<file path="src/rtl/exc_pkg.sv">
package exc_pkg;

    localparam int MODE_W = 5;
    localparam int STAT_W = 7;
    localparam int I_BIT  = 6;
    localparam int F_BIT  = 5;

    typedef logic [MODE_W-1:0] mode_t;

    localparam mode_t MD_USER = 5'h10;
    localparam mode_t MD_FAST = 5'h11;
    localparam mode_t MD_INTR = 5'h12;
    localparam mode_t MD_SUPV = 5'h13;
    localparam mode_t MD_ABRT = 5'h17;
    localparam mode_t MD_UNDF = 5'h1B;

    typedef enum logic [2:0] {
        EK_NONE, EK_RESET, EK_DABT, EK_FIQ, EK_IRQ, EK_PABT, EK_UNDEF, EK_SWI
    } exc_kind_e;

    typedef struct packed {
        logic dabt;
        logic pabt;
        logic undef;
        logic swi;
    } sync_flags_t;

    typedef struct packed {
        logic  irq_mask;
        logic  fiq_mask;
        mode_t mode;
    } entry_state_t;

    function automatic logic [7:0] vec_offset(exc_kind_e k);
        case (k)
            EK_UNDEF: return 8'h04;
            EK_SWI:   return 8'h08;
            EK_PABT:  return 8'h0C;
            EK_DABT:  return 8'h10;
            EK_IRQ:   return 8'h18;
            EK_FIQ:   return 8'h1C;
            default:  return 8'h00;
        endcase
    endfunction

    function automatic mode_t entry_mode(exc_kind_e k);
        case (k)
            EK_DABT, EK_PABT: return MD_ABRT;
            EK_UNDEF:         return MD_UNDF;
            EK_IRQ:           return MD_INTR;
            EK_FIQ:           return MD_FAST;
            default:          return MD_SUPV;
        endcase
    endfunction

    function automatic logic is_valid_mode(mode_t m);
        return (m == MD_USER) || (m == MD_FAST) || (m == MD_INTR) ||
               (m == MD_SUPV) || (m == MD_ABRT) || (m == MD_UNDF);
    endfunction

endpackage

</file>
<file path="src/rtl/exc_sync.sv">
module exc_sync #(
    parameter int STAGES = 2
) (
    input  logic clk,
    input  logic rst,
    input  logic async_i,
    output logic sync_o
);
    logic [STAGES-1:0] chain;

    generate
        for (genvar s = 0; s < STAGES; s++) begin : g_stage
            if (s == 0) begin : g_first
                always_ff @(posedge clk) begin
                    if (rst) chain[0] <= 1'b0;
                    else     chain[0] <= async_i;
                end
            end else begin : g_next
                always_ff @(posedge clk) begin
                    if (rst) chain[s] <= 1'b0;
                    else     chain[s] <= chain[s-1];
                end
            end
        end
    endgenerate

    assign sync_o = chain[STAGES-1];
endmodule

</file>
<file path="src/rtl/exc_arbiter.sv">
module exc_arbiter
    import exc_pkg::*;
(
    input  logic        rst,
    input  logic        rst_req,
    input  logic        rst_seen,
    input  logic        boundary,
    input  sync_flags_t pend,
    input  logic        fiq_ok,
    input  logic        irq_ok,
    output exc_kind_e   kind
);
    always_comb begin
        kind = EK_NONE;
        if (rst) begin
            kind = EK_NONE;
        end else if (rst_req) begin
            kind = rst_seen ? EK_NONE : EK_RESET;
        end else if (boundary) begin
            if (pend.dabt)       kind = EK_DABT;
            else if (fiq_ok)     kind = EK_FIQ;
            else if (irq_ok)     kind = EK_IRQ;
            else if (pend.pabt)  kind = EK_PABT;
            else if (pend.undef) kind = EK_UNDEF;
            else if (pend.swi)   kind = EK_SWI;
        end
    end
endmodule

</file>
<file path="src/rtl/exc_entry.sv">
module exc_entry
    import exc_pkg::*;
#(
    parameter int                ADDR_W   = 32,
    parameter logic [ADDR_W-1:0] VEC_BASE = '0
) (
    input  exc_kind_e         kind,
    input  logic [STAT_W-1:0] status,
    output logic [ADDR_W-1:0] vec,
    output entry_state_t      nxt,
    output logic              save_ret,
    output logic              save_stat
);
    logic take;
    assign take = (kind != EK_NONE);

    always_comb begin
        nxt.irq_mask = status[I_BIT];
        nxt.fiq_mask = status[F_BIT];
        nxt.mode     = status[MODE_W-1:0];
        vec          = '0;
        if (take) begin
            vec          = VEC_BASE + ADDR_W'(vec_offset(kind));
            nxt.mode     = entry_mode(kind);
            nxt.irq_mask = 1'b1;
            if (kind == EK_RESET || kind == EK_FIQ) nxt.fiq_mask = 1'b1;
        end
    end

    assign save_ret  = take && (kind != EK_RESET);
    assign save_stat = take && (kind != EK_RESET);
endmodule

</file>
<file path="src/rtl/exc_entry_ctrl.sv">
module exc_entry_ctrl
    import exc_pkg::*;
#(
    parameter int                ADDR_W      = 32,
    parameter logic [ADDR_W-1:0] VEC_BASE    = '0,
    parameter int                SYNC_STAGES = 2
) (
    input  logic              clk,
    input  logic              rst,
    input  logic              rst_req_i,
    input  logic              dabt_i,
    input  logic              pabt_i,
    input  logic              undef_i,
    input  logic              swi_i,
    input  logic              fiq_req_i,
    input  logic              irq_req_i,
    input  logic              boundary_i,
    input  logic [STAT_W-1:0] status_i,
    output logic              take_o,
    output logic [ADDR_W-1:0] vec_o,
    output logic [MODE_W-1:0] mode_o,
    output logic              irq_mask_o,
    output logic              fiq_mask_o,
    output logic              save_ret_o,
    output logic              save_stat_o
);
    logic         rst_seen;
    logic         fiq_s, irq_s;
    sync_flags_t  pend_q, cur, clr;
    exc_kind_e    kind;
    entry_state_t nxt;

    always_ff @(posedge clk) begin
        if (rst) rst_seen <= 1'b0;
        else     rst_seen <= rst_req_i;
    end

    exc_sync #(.STAGES(SYNC_STAGES)) u_fsync (
        .clk(clk), .rst(rst), .async_i(fiq_req_i), .sync_o(fiq_s)
    );
    exc_sync #(.STAGES(SYNC_STAGES)) u_isync (
        .clk(clk), .rst(rst), .async_i(irq_req_i), .sync_o(irq_s)
    );

    always_comb begin
        cur.dabt  = pend_q.dabt  | dabt_i;
        cur.pabt  = pend_q.pabt  | pabt_i;
        cur.undef = pend_q.undef | undef_i;
        cur.swi   = pend_q.swi   | swi_i;
    end

    exc_arbiter u_arb (
        .rst      (rst),
        .rst_req  (rst_req_i),
        .rst_seen (rst_seen),
        .boundary (boundary_i),
        .pend     (cur),
        .fiq_ok   (fiq_s & ~status_i[F_BIT]),
        .irq_ok   (irq_s & ~status_i[I_BIT]),
        .kind     (kind)
    );

    always_comb begin
        clr.dabt  = (kind == EK_DABT);
        clr.pabt  = (kind == EK_PABT);
        clr.undef = (kind == EK_UNDEF) || (kind == EK_SWI);
        clr.swi   = (kind == EK_UNDEF) || (kind == EK_SWI);
    end

    always_ff @(posedge clk) begin
        if (rst || rst_req_i) pend_q <= '0;
        else                  pend_q <= sync_flags_t'(cur & ~clr);
    end

    exc_entry #(.ADDR_W(ADDR_W), .VEC_BASE(VEC_BASE)) u_entry (
        .kind      (kind),
        .status    (status_i),
        .vec       (vec_o),
        .nxt       (nxt),
        .save_ret  (save_ret_o),
        .save_stat (save_stat_o)
    );

    assign take_o     = (kind != EK_NONE);
    assign mode_o     = nxt.mode;
    assign irq_mask_o = nxt.irq_mask;
    assign fiq_mask_o = nxt.fiq_mask;
endmodule

</file>
<file path="config.mk">
export PLATFORM = sky130hd
export DESIGN_NAME = exc_entry_ctrl
export DESIGN_NICKNAME = d
export VERILOG_FILES = /design/src/rtl/exc_pkg.sv /design/src/rtl/exc_sync.sv /design/src/rtl/exc_arbiter.sv /design/src/rtl/exc_entry.sv /design/src/rtl/exc_entry_ctrl.sv
export SDC_FILE = /design/constraint.sdc
export NUM_CORES = 1
export LEC_CHECK = 0
export BUFFER_PORTS_ARGS = -buffer_cell sky130_fd_sc_hd__buf_2
export CORE_MARGIN = 5
export CORE_UTILIZATION = 35
export DETAILED_ROUTE_END_ITERATION = 8
export PLACE_DENSITY_LB_ADDON = 0.1
export SETUP_SLACK_MARGIN = 0.05
export SLEW_MARGIN = 20
export SYNTH_ARGS = -nofsm -noshare
export SYNTH_HDL_FRONTEND = slang
export SYNTH_SLANG_ARGS = --single-unit
</file>
<file path="constraint.sdc">
create_clock -name clk -period 1.45 [get_ports clk]
set_input_delay 0.145 -clock clk [delete_from_list [all_inputs] [get_ports clk]]
set_output_delay 0.145 -clock clk [all_outputs]
set_load 0.05 [all_outputs]
</file>
==> metrics <==
Setup CP Type=flop to output port; GP Congestion=0.9020; GRT met1 Usage=0.1388; Max VDD drop=0.5641 mV; total of max-cap violations=0; Layout Area Growth over Synthesis=82.10%; setup TNS=-4.524 ns; worst r2r src=pend_q[0]; R2R Setup Slk=-0.15 ns; hold endpoint=pend_q[3]; crit-path max FO=8; global-route wire length before repair=3277 µm; via count=797; Fin. Hold Viols=0; Worst Path Required=1.31 ns; final WL=2199 µm; Tcrit/Tclk final=1.346; Detailed Routing Iterations Pass 1=4; grt ovf=0; Core Box Area=0.002170 mm²; worst min-delay path class=primary input to flop; M3 GR Usage=0.03167; most frequent cells in the layout=conb_1, buf_4, buf_2; largest net degree at the start of global routing=9; port bufs=29; Die H=57.08 µm; HP Start=boundary_i; synthesized flop and latch total=9; R2R cell count=7; failing checks=setup timing; Nets=176; Gate Count Post-Synth=96; commonest non-fill, non-tap cell in the layout=conb_1; WP data arrival=1.81 ns; Pwr Density=725.7 mW/mm²; overall die width=57.08 µm; vias in the first global route=759; I/O Pins=59; R2R Path End=pend_q[2]; max-slew violations=0; GR Util All Layers=0.1272; Skew-Pair Late Insertion Delay=0.25 ns; Layout fillers=190; Cell Area, Synth=775.7 µm²; H-tree levels=1; multi-input logic area=620.6 µm²; Max Buffers Root-to-Sink=2; die area=0.003258 mm²; row cnt=17; non-filler cells, final=186; antenna fix cells=0; M2 GR Usage=0.2219; Final setup viols=13; highest clock rate=512.3 MHz; Seq. cell area=187.7 µm²; startpoint types=flop; Seq/Total Area, Yosys=0.2323; Starting Density=0.3576; initial antenna violation count=0; post-route ant nets=0; Worst Skew=0.001901 ns; Tmin final=1.952 ns; WL/cell=11.82 µm; status=finished, violations left; Worst Setup End Kind=output port; CTS buffer count=3; initial drt markers=11; Yosys cell types=34; drt drc=0; Top Usage Layer GRT=met2; CTS clk-pin slew, worst paths=0.06 ns; TritonCTS clock tree=done; YS warnings=0; Post-DP HPWL=1699 µm; worst hold margin=0.09196 ns; clk root buf=clkbuf_4; share of cells above drive strength 1=0.5949; LEAKAGE=0.6805 nW; Final Worst Setup Slack=-0.5022 ns; average vias per placed instance=4.285; Sinks on Clock Net=9; RSZ-0062 raised after global routing=yes; placed cell count=176; Mean Syn Cell Area=8.081 µm²; hold path depth=2
[power by group]
| part | leakage [nW] | total (W) | switching, W | internal, W |
|---|---|---|---|---|
| registers | 0.0762 | 0.000265 | 0.00000668 | 0.000259 |
| logic | 0.589 | 0.000576 | 0.000372 | 0.000204 |
| clock network | 0.0150 | 0.000184 | 0.0000787 | 0.000105 |
[per-layer routing]
| layer | wire, µm | share of wire |
|---|---|---|
| met5 | 0 | 0 |
| met4 | 51 | 0.023 |
| met3 | 187 | 0.085 |
| met2 | 1212 | 0.55 |
| met1 | 748 | 0.34 |
[sequential cells by signal (all words and copies together) (netlist names)]
name	flops
u_isync.chain	1
u_fsync.chain	1
u_fsync.sync_o	1
u_isync.sync_o	1
pend_q	4
rst_seen	1
[metrics by stage]
step                      area [µm²]  utilization  power [W]  setup slack [ns]
after floorplan                953.4            -  0.0006846           -0.2603
after global placement          1096       0.5052  0.0007362           -0.3365
after detailed placement        1096       0.5052  0.0007378           -0.3769
after CTS                       1321       0.6090   0.001002           -0.4894
after global routing            1413       0.6511   0.001091           -0.5806
final                           1413       0.6511   0.001025           -0.5022
[cell families after synthesis]
logic type | after synthesis | share of synthesized area
and+or+nand+nor | 38 | 0.2903
buffers and inverters | 33 | 0.3145
AOI/OAI and AO/OA | 13 | 0.1322
DFF | 9 | 0.2323
muxes | 2 | 0.02581
other | 1 | 0.004834
[critical path, stage by stage (launching register included)]
cell	delay (ns)
dfxtp_2	0.33
or2_1	0.24
nand3_1	0.10
nand3_2	0.08
a21o_4	0.28
or3_4	0.38
buf_8	0.16
[cells in the mapped netlist (all sizes together)]
master   instances  area share
conb             1      0.0048
clkbuf           1      0.0048
nand2            7       0.037
a22oi            1      0.0097
o32a             1       0.013
a21o             3       0.029
and3             1      0.0081
nor4             4       0.040
inv              1      0.0048
mux2i            2       0.026
and2             1      0.0081
nand2b           3       0.024
nand3            4       0.026
a2111oi          1       0.019
o21ai            2       0.013
or3              2       0.016
dfxtp            9        0.23
nor3             1       0.013
o21a             2       0.019
a211o            1       0.011
and2b            2       0.019
nor2             7       0.037
a21oi            1      0.0064
or2              2       0.016
buf             31        0.30
o221ai           1       0.011
nor2b            4       0.045
[cell type report]
class | instances | share of cell area
Multi-Input combinational cell | 82 | 0.4393
Timing Repair Buffer | 62 | 0.3818
Sequential cell | 9 | 0.1329
Tap cell | 28 | 0.02480
Clock buffer | 4 | 0.01860
Inverter | 1 | 0.002657
[worst max-delay path by stage]
stage                             to  cells past startpoint  slack [ns]   startpoint
after floorplan            mode_o[3]                      5       -0.26    pend_q[0]
after global placement    irq_mask_o                      7       -0.34  status_i[6]
after detailed placement  irq_mask_o                      6       -0.38    pend_q[0]
after CTS                 irq_mask_o                      5       -0.49    pend_q[0]
after global routing      irq_mask_o                      6       -0.58    pend_q[2]
final                      mode_o[4]                      6       -0.50    pend_q[0]
[what timing repair did]
item / CTS / global route
hold buffers: 0 / 0
gates resized for setup: 46 / 17
pin swaps: 7 / 6
setup endpoints to repair: 15 / 15
buffers inserted: 3 / 6
Power figures use the tool's default switching activity.
